===== config.mk =====
export PLATFORM = sky130hd
export DESIGN_NAME = gpio_od_pair_reg
export DESIGN_NICKNAME = d
export VERILOG_FILES = /design/src/rtl/padreg_pkg.sv /design/src/rtl/padreg_sync.sv /design/src/rtl/padreg_pin_fsm.sv /design/src/rtl/gpio_od_pair_reg.sv
export SDC_FILE = /design/constraint.sdc
export NUM_CORES = 1
export LEC_CHECK = 0
export CAP_MARGIN = 40
export CORE_AREA = 2 2 39 41
export DETAILED_ROUTE_END_ITERATION = 7
export DIE_AREA = 0 0 41 43
export DONT_BUFFER_PORTS = 1
export GPL_TIMING_DRIVEN = 0
export SLEW_MARGIN = 15
export SYNTH_ARGS = -nofsm -noshare
export SYNTH_HDL_FRONTEND = slang
export SYNTH_HIERARCHICAL = 1
export SYNTH_SLANG_ARGS = --single-unit

===== constraint.sdc =====
create_clock -name clk -period 2.2 [get_ports clk]
set_clock_uncertainty 0.1 [all_clocks]
set_input_delay 0.44 -clock clk [delete_from_list [all_inputs] [get_ports clk]]
set_output_delay 0.44 -clock clk [all_outputs]
set_load 0.01 [all_outputs]

===== src/rtl/padreg_pkg.sv =====
package padreg_pkg;

    // Bits per pin slot in the register word.
    localparam int FIELD_W = 8;

    // Pin state: {direction, value}.
    typedef enum logic [1:0] {
        PS_FLOAT_LO = 2'b00,
        PS_FLOAT_HI = 2'b01,
        PS_SINK     = 2'b10,
        PS_SOURCE   = 2'b11
    } pin_state_e;

    // One pin slot, packed from MSB down to bit 0.
    typedef struct packed {
        logic [1:0] rsvd;     // bits 7:6
        logic       pu_dis;   // bit 5
        logic       sampled;  // bit 4 (read-only)
        logic       val;      // bit 3
        logic       val_stb;  // bit 2 (write strobe)
        logic       dir;      // bit 1
        logic       dir_stb;  // bit 0 (write strobe)
    } pin_field_t;

endpackage


===== src/rtl/padreg_sync.sv =====
module padreg_sync #(
    parameter int STAGES = 2
) (
    input  logic clk,
    input  logic rst_n,
    input  logic din,
    output logic dout
);
    logic [STAGES-1:0] s_q;
    logic              up_q;

    always_ff @(posedge clk or negedge rst_n) begin
        if (!rst_n) begin
            s_q  <= '0;
            up_q <= 1'b0;
        end else begin
            s_q  <= {s_q[STAGES-2:0], din};
            up_q <= 1'b1;
        end
    end

    assign dout = s_q[STAGES-1];


    sync_first_chk: assert property (@(posedge clk) disable iff (!rst_n)
        up_q |-> (s_q[0] == $past(din)));

    for (genvar k = 1; k < STAGES; k++) begin : g_stage_chk

        sync_step_chk: assert property (@(posedge clk) disable iff (!rst_n)
            up_q |-> (s_q[k] == $past(s_q[k-1])));
    end
endmodule


===== src/rtl/padreg_pin_fsm.sv =====
module padreg_pin_fsm
    import padreg_pkg::*;
(
    input  logic clk,
    input  logic rst_n,
    input  logic wr_en,
    input  logic dir_stb,
    input  logic dir_d,
    input  logic val_stb,
    input  logic val_d,
    input  logic pu_d,
    output logic oe,
    output logic out,
    output logic pu_dis
);
    pin_state_e state_q, state_nx;
    logic       cur_dir, cur_val;
    logic       pu_q;

    assign cur_dir = state_q[1];
    assign cur_val = state_q[0];

    // Next-state logic: HOLD, LOAD_VAL, LOAD_DIR, LOAD_BOTH.
    always_comb begin
        state_nx = state_q;
        if (wr_en) begin
            unique case ({dir_stb, val_stb})
                2'b00: state_nx = state_q;                           // HOLD
                2'b01: state_nx = pin_state_e'({cur_dir, val_d});    // LOAD_VAL
                2'b10: state_nx = pin_state_e'({dir_d, cur_val});    // LOAD_DIR
                2'b11: state_nx = pin_state_e'({dir_d, val_d});      // LOAD_BOTH
                default: state_nx = state_q;
            endcase
        end
    end

    // State register.
    always_ff @(posedge clk or negedge rst_n) begin
        if (!rst_n) state_q <= PS_FLOAT_LO;
        else        state_q <= state_nx;
    end

    // Pull-up-disable bit: a plain bit loaded on every write.
    always_ff @(posedge clk or negedge rst_n) begin
        if (!rst_n)     pu_q <= 1'b0;
        else if (wr_en) pu_q <= pu_d;
    end

    // Outputs decoded from the state.
    always_comb begin
        unique case (state_q)
            PS_FLOAT_LO: begin oe = 1'b0; out = 1'b0; end
            PS_FLOAT_HI: begin oe = 1'b0; out = 1'b1; end
            PS_SINK:     begin oe = 1'b1; out = 1'b0; end
            PS_SOURCE:   begin oe = 1'b1; out = 1'b1; end
            default:     begin oe = 1'b0; out = 1'b0; end
        endcase
    end

    assign pu_dis = pu_q;


    dir_hold_chk: assert property (@(posedge clk) disable iff (!rst_n)
        (wr_en && !dir_stb) |=> (oe == $past(oe)));

    dir_load_chk: assert property (@(posedge clk) disable iff (!rst_n)
        (wr_en && dir_stb) |=> (oe == $past(dir_d)));

    val_hold_chk: assert property (@(posedge clk) disable iff (!rst_n)
        (wr_en && !val_stb) |=> (out == $past(out)));

    val_load_chk: assert property (@(posedge clk) disable iff (!rst_n)
        (wr_en && val_stb) |=> (out == $past(val_d)));

    idle_hold_chk: assert property (@(posedge clk) disable iff (!rst_n)
        !wr_en |=> $stable({oe, out, pu_dis}));

    pu_load_chk: assert property (@(posedge clk) disable iff (!rst_n)
        wr_en |=> (pu_dis == $past(pu_d)));
endmodule


===== src/rtl/gpio_od_pair_reg.sv =====
module gpio_od_pair_reg
    import padreg_pkg::*;
#(
    parameter int NUM_PINS    = 2,
    parameter int SYNC_STAGES = 2
) (
    input  logic                          clk,
    input  logic                          rst_n,
    input  logic                          wr_en,
    input  logic [NUM_PINS*FIELD_W-1:0]   wr_data,
    output logic [NUM_PINS*FIELD_W-1:0]   rd_data,
    input  logic [NUM_PINS-1:0]           pad_in,
    output logic [NUM_PINS-1:0]           pad_oe,
    output logic [NUM_PINS-1:0]           pad_out
);
    localparam int REG_W = NUM_PINS * FIELD_W;

    logic [REG_W-1:0] rd_word;

    for (genvar p = 0; p < NUM_PINS; p++) begin : g_pin
        pin_field_t wf;
        pin_field_t rf;
        logic       oe_w, out_w, pu_w, smp_w;
        logic       unused_bits;

        assign wf          = pin_field_t'(wr_data[p*FIELD_W +: FIELD_W]);
        assign unused_bits = ^{wf.rsvd, wf.sampled};

        padreg_pin_fsm u_fsm (
            .clk     (clk),
            .rst_n   (rst_n),
            .wr_en   (wr_en),
            .dir_stb (wf.dir_stb),
            .dir_d   (wf.dir),
            .val_stb (wf.val_stb),
            .val_d   (wf.val),
            .pu_d    (wf.pu_dis),
            .oe      (oe_w),
            .out     (out_w),
            .pu_dis  (pu_w)
        );

        padreg_sync #(.STAGES(SYNC_STAGES)) u_sync (
            .clk   (clk),
            .rst_n (rst_n),
            .din   (pad_in[p]),
            .dout  (smp_w)
        );

        always_comb begin
            rf         = '0;
            rf.dir     = oe_w;
            rf.val     = out_w;
            rf.sampled = smp_w;
            rf.pu_dis  = pu_w;
        end

        assign rd_word[p*FIELD_W +: FIELD_W] = rf;
        assign pad_oe[p]  = oe_w;
        assign pad_out[p] = out_w;
    end

    assign rd_data = rd_word;
endmodule


==> results of run 1 <==
## worst paths after layout
| check | slack, ns | startpoint | depth (start not counted) | to |
|---|---|---|---|---|
| setup / recovery | 0.79 | g_pin[0].u_fsm/state_q[0] | 2 | rd_data[3] |
| hold / removal | 0.12 | pad_in[1] | 0 | g_pin[1].u_sync/s_q[0] |
| min in group asynchronous | 0.48 | rst_n | 1 | g_pin[0].u_fsm/pu_dis |
| hold reg to reg | 0.25 | g_pin[0].u_sync/s_q[0] | 0 | g_pin[0].u_sync/s_q[1] |
| max in group asynchronous | 1.20 | rst_n | 1 | g_pin[0].u_sync/s_q[1] |
| setup reg to reg | 1.34 | g_pin[1].u_fsm/pu_dis | 1 | g_pin[1].u_fsm/pu_dis |
## cells by family (layout without fill, tap and decap cells)
kind of cell | after synthesis | after routing | share of synthesized area (%)
buffers and inverters | 24 | 28 | 32.0
multiplexers | 6 | 6 | 16.0
AND/OR/NAND/NOR | 4 | 4 | 2.90
other | 1 | 8 | 0.726
flip-flops | 10 | 10 | 48.4
## power groups by stage
| stage | clock network, mW | registers, mW | logic (mW) |
|---|---|---|---|
| detailed placement | 0 | 0.215 | 0.109 |
| finish | 0.112 | 0.211 | 0.113 |
| CTS | 0.118 | 0.212 | 0.114 |
| global placement | 0 | 0.214 | 0.106 |
| floorplan | 0 | 0.212 | 0.102 |
| global route | 0.130 | 0.214 | 0.123 |
## flip-flops by register name, indices dropped and copies added, names as in the netlist
register / cells
g_pin.u_fsm/state_q: 4
g_pin.u_fsm/pu_dis: 2
g_pin.u_sync/s_q: 4
## layout by cell type, fill, tap and decap left out
cell type      instances
mux2_2                 2
mux2_4                 4
dfrtp_1               10
conb_1                 8
clkbuf_4               3
clkbuf_1               4
dlygate4sd3_1          1
nand2_1                4
buf_4                 20
## critical path: stages, from the launching register on
cell and delay, ns:
dfrtp_1 0.38, clkbuf_1 0.11, buf_4 0.14
## area by class of cell
cell class	count	area (um^2)	share of cell area, %
clock buffers	3	22.5	3.78
repair buffers	1	10.0	1.68
plain buffers	24	165	27.7
well taps	16	20.0	3.36
flip-flops and latches	10	250	42.0
multi-input cells	18	128	21.4
## metal layers
| metal | part of all wire (%) | GRT usage, % | up-vias | routed length [um] |
|---|---|---|---|---|
| li1 | - | - | 133 | - |
| met1 | 38 | 10.3 | 127 | 285 |
| met2 | 52 | 18.1 | 25 | 389 |
| met3 | 10 | 3.14 | 0 | 76 |
| met4 | 0 | 8.00 | 0 | 0 |
| met5 | 0 | 0 | - | 0 |
## what timing repair did
action                                 4_1_cts  5_1_grt
endpoints found under the hold margin       10        0
hold buffers                                 1        0
buffers inserted                             0        0
==> summary.md, run 1 <==
| Metric | Value |
|---|---|
| Outcome | complete, no violations |
| Mean number of vias per cell | 3.96 |
| Sw frac | between 20% and 30% |
| Die Ht | ~43 um |
| Net load switching power | ~0.10 mW |
| Syn Inst Count | between 40 and 50 |
| GRT Total Usage | between 10% and 20% |
| Die Width | slightly above 40 um |
| Max-Cap Viols | 0 |
| Synth top area share | about 48% |
| DRC violations left | 0 |
| Async set-reset flop share out of synthesis | 100% |
| Detail Placement HPWL | ~670 um |
| Vias in the first global route | approximately 310 |
| Clk sink count | 10 |
| IO Pins | 41 |
| Ant. Diodes | 0 |
| VDD IR max | between 0.3 and 0.4 mV |
| Share of cells above drive strength 1 | between 50% and 60% |
| Netlist cell types | 7 |
| Synth-to-Final Area Change | 15.3% |
| Die area | between 0.0015 and 0.002 mm^2 |
| Slew Limit Fails | 0 |
| Post-Route Utilization | between 40% and 50% |
| Logic pwr share | roughly a quarter |
| Fillers | ~140 |
| P per Cell Area | between 700 and 800 mW/mm^2 |
| Lkg Pwr | between 0.3 and 0.4 nW |
| Internal power | between 0.3 and 0.4 mW |
| Placer Congestion | slightly below 0.6 |
| Setup CP Type | flip-flop to output port |
| Clk_lat worst skew | 0.25 ns |
| Maximum number of pins on one net before global-route repair | 11 |
| Placed Instances | about 70 |
| Tcrit/Tclk final | around 64% |
| H-tree Lvls | 1 |
| Final setup TNS | 0 ns |
| Crit end category | output port |
| First-pass GRT wire length | about 1200 um |
| Top FF cell, synth | dfrtp_1 |
| Row count | 14 |
| Clk buf depth | 2 |
| Data arrival, critical path | approximately 0.87 ns |
| WHS | ~0.12 ns |
| Nets | 79 |
| Initial drt markers | 0 |
| Final WS setup | about 0.8 ns |
| Initial antenna violation count | 0 |
| Total grt overflow | 0 |
| Most frequent cells after synthesis | buf_4, dfrtp_1, clkbuf_1, mux2_4, nand2_1 |
| Final Non-Filler Cells | a little over 70 |
| YS warnings | 6 |
| Number of synthesized flops with an enable pin | 0 |
| Initial Util | between 30 and 40% |
| Yosys reg bits | 10 |
| Tmin final | between 1 and 1.5 ns |
| Post-place instance area | approximately 560 um^2 |
| Core Footprint | 0.00138 mm^2 |
| Via count | 285 |
| Worst Path Required | between 1.5 and 2 ns |
| Flop pwr share | approximately half |
| Reg clk slew, reported paths | 0.06 ns |
| Count leader, synth | buf_4 |
| CTS tree | done |
| Main area contributors after synthesis | dfrtp_1, buf_4, mux2_4 |
| Pre-antenna DRT Iters | 1 |
| Fin area | 596 um^2 |
| Resized Gates After CTS | 0 |
| Wirelength, routed | 751 um |
| Setup-failing EPs final | 0 |
| Num CTS Buffers | 3 |
| Synth area leader | dfrtp_1 |
| Seq/Total Area, Yosys | between 40% and 50% |
| Syn Std Cell Area | a little over 500 um^2 |
| Final Total Pwr | 0.436 mW |
| Fmax | 0.708 GHz |
| Post-route ant nets | 0 |
| Hold WC Path Type | primary input to flip-flop |
| Unrepaired setup endpoints after global routing | no |
| Critical Path Start Type | flip-flop |
| Avg WL per Cell | 10.4 um |
| Syn Area/Cell | around 11 um^2 |
| Pre-CTS WS | 1.05 ns |
| Final hold viol count | 0 |
| Clk pwr share | around a quarter |
| IO buf count | 0 |
| Clock root cell | clkbuf_4 |
| CP max FO | 2 |
No activity file was read; power rests on OpenSTA's default activity.
==> run 2: changes to the inputs <==
==> constraint.sdc (replaced) <==
create_clock -name clk -period 1.2 [get_ports clk]
set_clock_uncertainty 0.1 [all_clocks]
set_input_delay 0.24 -clock clk [delete_from_list [all_inputs] [get_ports clk]]
set_output_delay 0.24 -clock clk [all_outputs]
set_load 0.01 [all_outputs]
==> run 2 against run 1 <==
Against the previous run: hold slack lost 0.082 ns; via count up 3.5%; highest routed layer unchanged; largest cell class unchanged; sequential power rose by 85%; global-route usage rose by 0.20 points.
==> summary.md, run 2 (synthesized netlist as in run 1, its figures left out) <==
| Metric | Value |
|---|---|
| Synth-to-Final Area Change | 22.0% |
| GRT Total Usage | between 10 and 15% |
| Die Width | between 40 and 50 um |
| Tmin final | ~1.1 ns |
| Fillers | 139 |
| Critical Path, Cell by Cell | buf_4 |
| H-tree Lvls | 1 |
| Final Total Pwr | 0.820 mW |
| Most frequent cells in the layout | buf_4, dfrtp_1, conb_1, nand2_1, mux2_4 |
| Wirelength, routed | 771 um |
| Worst path max stage delay | roughly 0.4 ns |
| Flop2flop setup slack | about 0.21 ns |
| DRC violations left | 0 |
| Reg-to-Reg End | g_pin[0].u_fsm/state_q[0] |
| Worst path bufs/invs | 1 |
| Initial Util | between 30% and 40% |
| Pre-antenna DRT Iters | 1 |
| CTS tree | done |
| Avg WL per Cell | 10.4 um |
| IO buf count | 0 |
| Worst Path Required | roughly 0.86 ns |
| Mean number of vias per cell | 3.99 |
| Unrepaired setup endpoints after global routing | no |
| Via count | 295 |
| Final hold viol count | 0 |
| VDD IR max | 0.689 mV |
| Post-place instance area | ~560 um^2 |
| Nets | 81 |
| Initial antenna violation count | 0 |
| Met2 WL | between 400 and 500 um |
| Final WS setup | 0.0703 ns |
| Clk_lat worst skew | about 0.25 ns |
| Die area | about 0.0018 mm^2 |
| WL met3 | slightly above 80 um |
| Detail Placement HPWL | ~670 um |
| Placer Congestion | around 0.58 |
| First-pass GRT wire length | 1220 um |
| Total grt overflow | 0 |
| Ant. Diodes | 0 |
| Hold Crit Endpoint | g_pin[1].u_fsm/state_q[0] |
| Resized Gates After CTS | 0 |
| Row count | 14 |
| P per Cell Area | 1300 mW/mm^2 |
| Hold Path Origin | wr_data[11] |
| Net load switching power | a little under 0.2 mW |
| WHS Path Cells | 1 |
| Maximum number of pins on one net before global-route repair | 11 |
| Die Ht | 43 um |
| Clk pwr share | between 20 and 30% |
| Fin area | 631 um^2 |
| CP delay by family, top | flip-flops |
| FF+latch area | 250 um^2 |
| WL met1 | 277 um |
| Critical Path Start Type | flip-flop |
| Vias in the first global route | ~310 |
| Worst R2R Path Depth | 2 |
| Clk sink count | 10 |
| IO Pins | 41 |
| Clock root cell | clkbuf_4 |
| Tcrit/Tclk final | between 90% and 100% |
| Reg clk slew, reported paths | approximately 0.060 ns |
| Fmax | 0.885 GHz |
| Final Non-Filler Cells | 74 |
| Placed Instances | around 70 |
| Clk buf depth | 2 |
| CP max FO | 3 |
| DR top layer | met3 |
| Max-Cap Viols | 0 |
| Flop pwr share | a little under half |
| Num CTS Buffers | 3 |
| Internal power | ~0.63 mW |
| Slew Limit Fails | 0 |
| Outcome | complete, no violations |
| Setup-failing EPs final | 0 |
| Final setup TNS | 0 ns |
| Sw frac | between 20% and 30% |
| Core Footprint | ~0.0014 mm^2 |
| Hold WC Path Type | primary input to flip-flop |
| Setup CP Type | flip-flop to output port |
| Most common cell after layout, fill and taps aside | buf_4 |
| Launch point of the worst reg-to-reg path | g_pin[0].u_fsm/state_q[0] |
| Logic pwr share | between 20 and 30% |
| Post-route ant nets | 0 |
| Initial drt markers | 0 |
| Crit end category | output port |
| Data arrival, critical path | 0.79 ns |
| Slowest cell on crit path | dfrtp_1 |
| Lkg Pwr | 0.342 nW |
| Footprint of the multi-input gates | 128 um^2 |
| Share of cells above drive strength 1 | a little under three fifths |
| Pre-CTS WS | around 0.25 ns |
==> run 2: changes by cell type in the layout (fill, tap and decap cells not counted) <==
cell,before,now
clkbuf_1,4,0
dlygate4sd3_1,1,3
buf_4,20,24
==> run 2: timing repair <==
action	in CTS	in global routing
endpoints found under the hold margin	12	0
buffers inserted	4	0
setup endpoints to repair	8	0
hold buffers	3	0
==> run 2: power groups by stage <==
stage | clock, mW | combinational (mW) | sequential, mW
after floorplan | 0 | 0.187 | 0.388
after global placement | 0 | 0.194 | 0.392
after detailed placement | 0 | 0.199 | 0.394
after CTS | 0.217 | 0.225 | 0.393
after global routing | 0.238 | 0.242 | 0.397
final | 0.205 | 0.223 | 0.391
==> run 2: worst max path at each step <==
stage	start	to	slack, ns	cells after the start
detailed placement	g_pin[1].u_fsm/state_q[0]	rd_data[11]	0.25	2
finish	g_pin[1].u_fsm/state_q[0]	rd_data[11]	0.07	1
global placement	g_pin[1].u_fsm/state_q[0]	pad_out[1]	0.25	2
CTS	g_pin[1].u_fsm/state_q[0]	rd_data[11]	0.05	1
global route	g_pin[0].u_fsm/state_q[0]	rd_data[3]	0.01	1
floorplan	g_pin[0].u_fsm/state_q[1]	pad_oe[0]	0.28	2
==> run 2: layer usage <==
metal / vias to the layer above / GRT usage, %
met1: 133 / 10.6
met4: 0 / 8.00
li1: 137 / -
met3: 0 / 3.14
met2: 25 / 18.4
met5: - / 0
==> run 2: cell type report <==
cell class,count,share of cell area [%]
plain buffers,20,23.8
clock buffers,3,3.57
multi-input cells,18,20.2
flip-flops and latches,10,39.7
well taps,16,3.17
repair buffers,7,9.52
==> run 2: through the flow <==
step,hold slack [ns],utilization [%]
3_3_place_gp,-0.155,40.7
5_1_grt,0.0179,45.6
6_report,0.0357,45.6
2_1_floorplan,-0.156,-
4_1_cts,0.0255,45.6
3_5_place_dp,-0.155,40.7
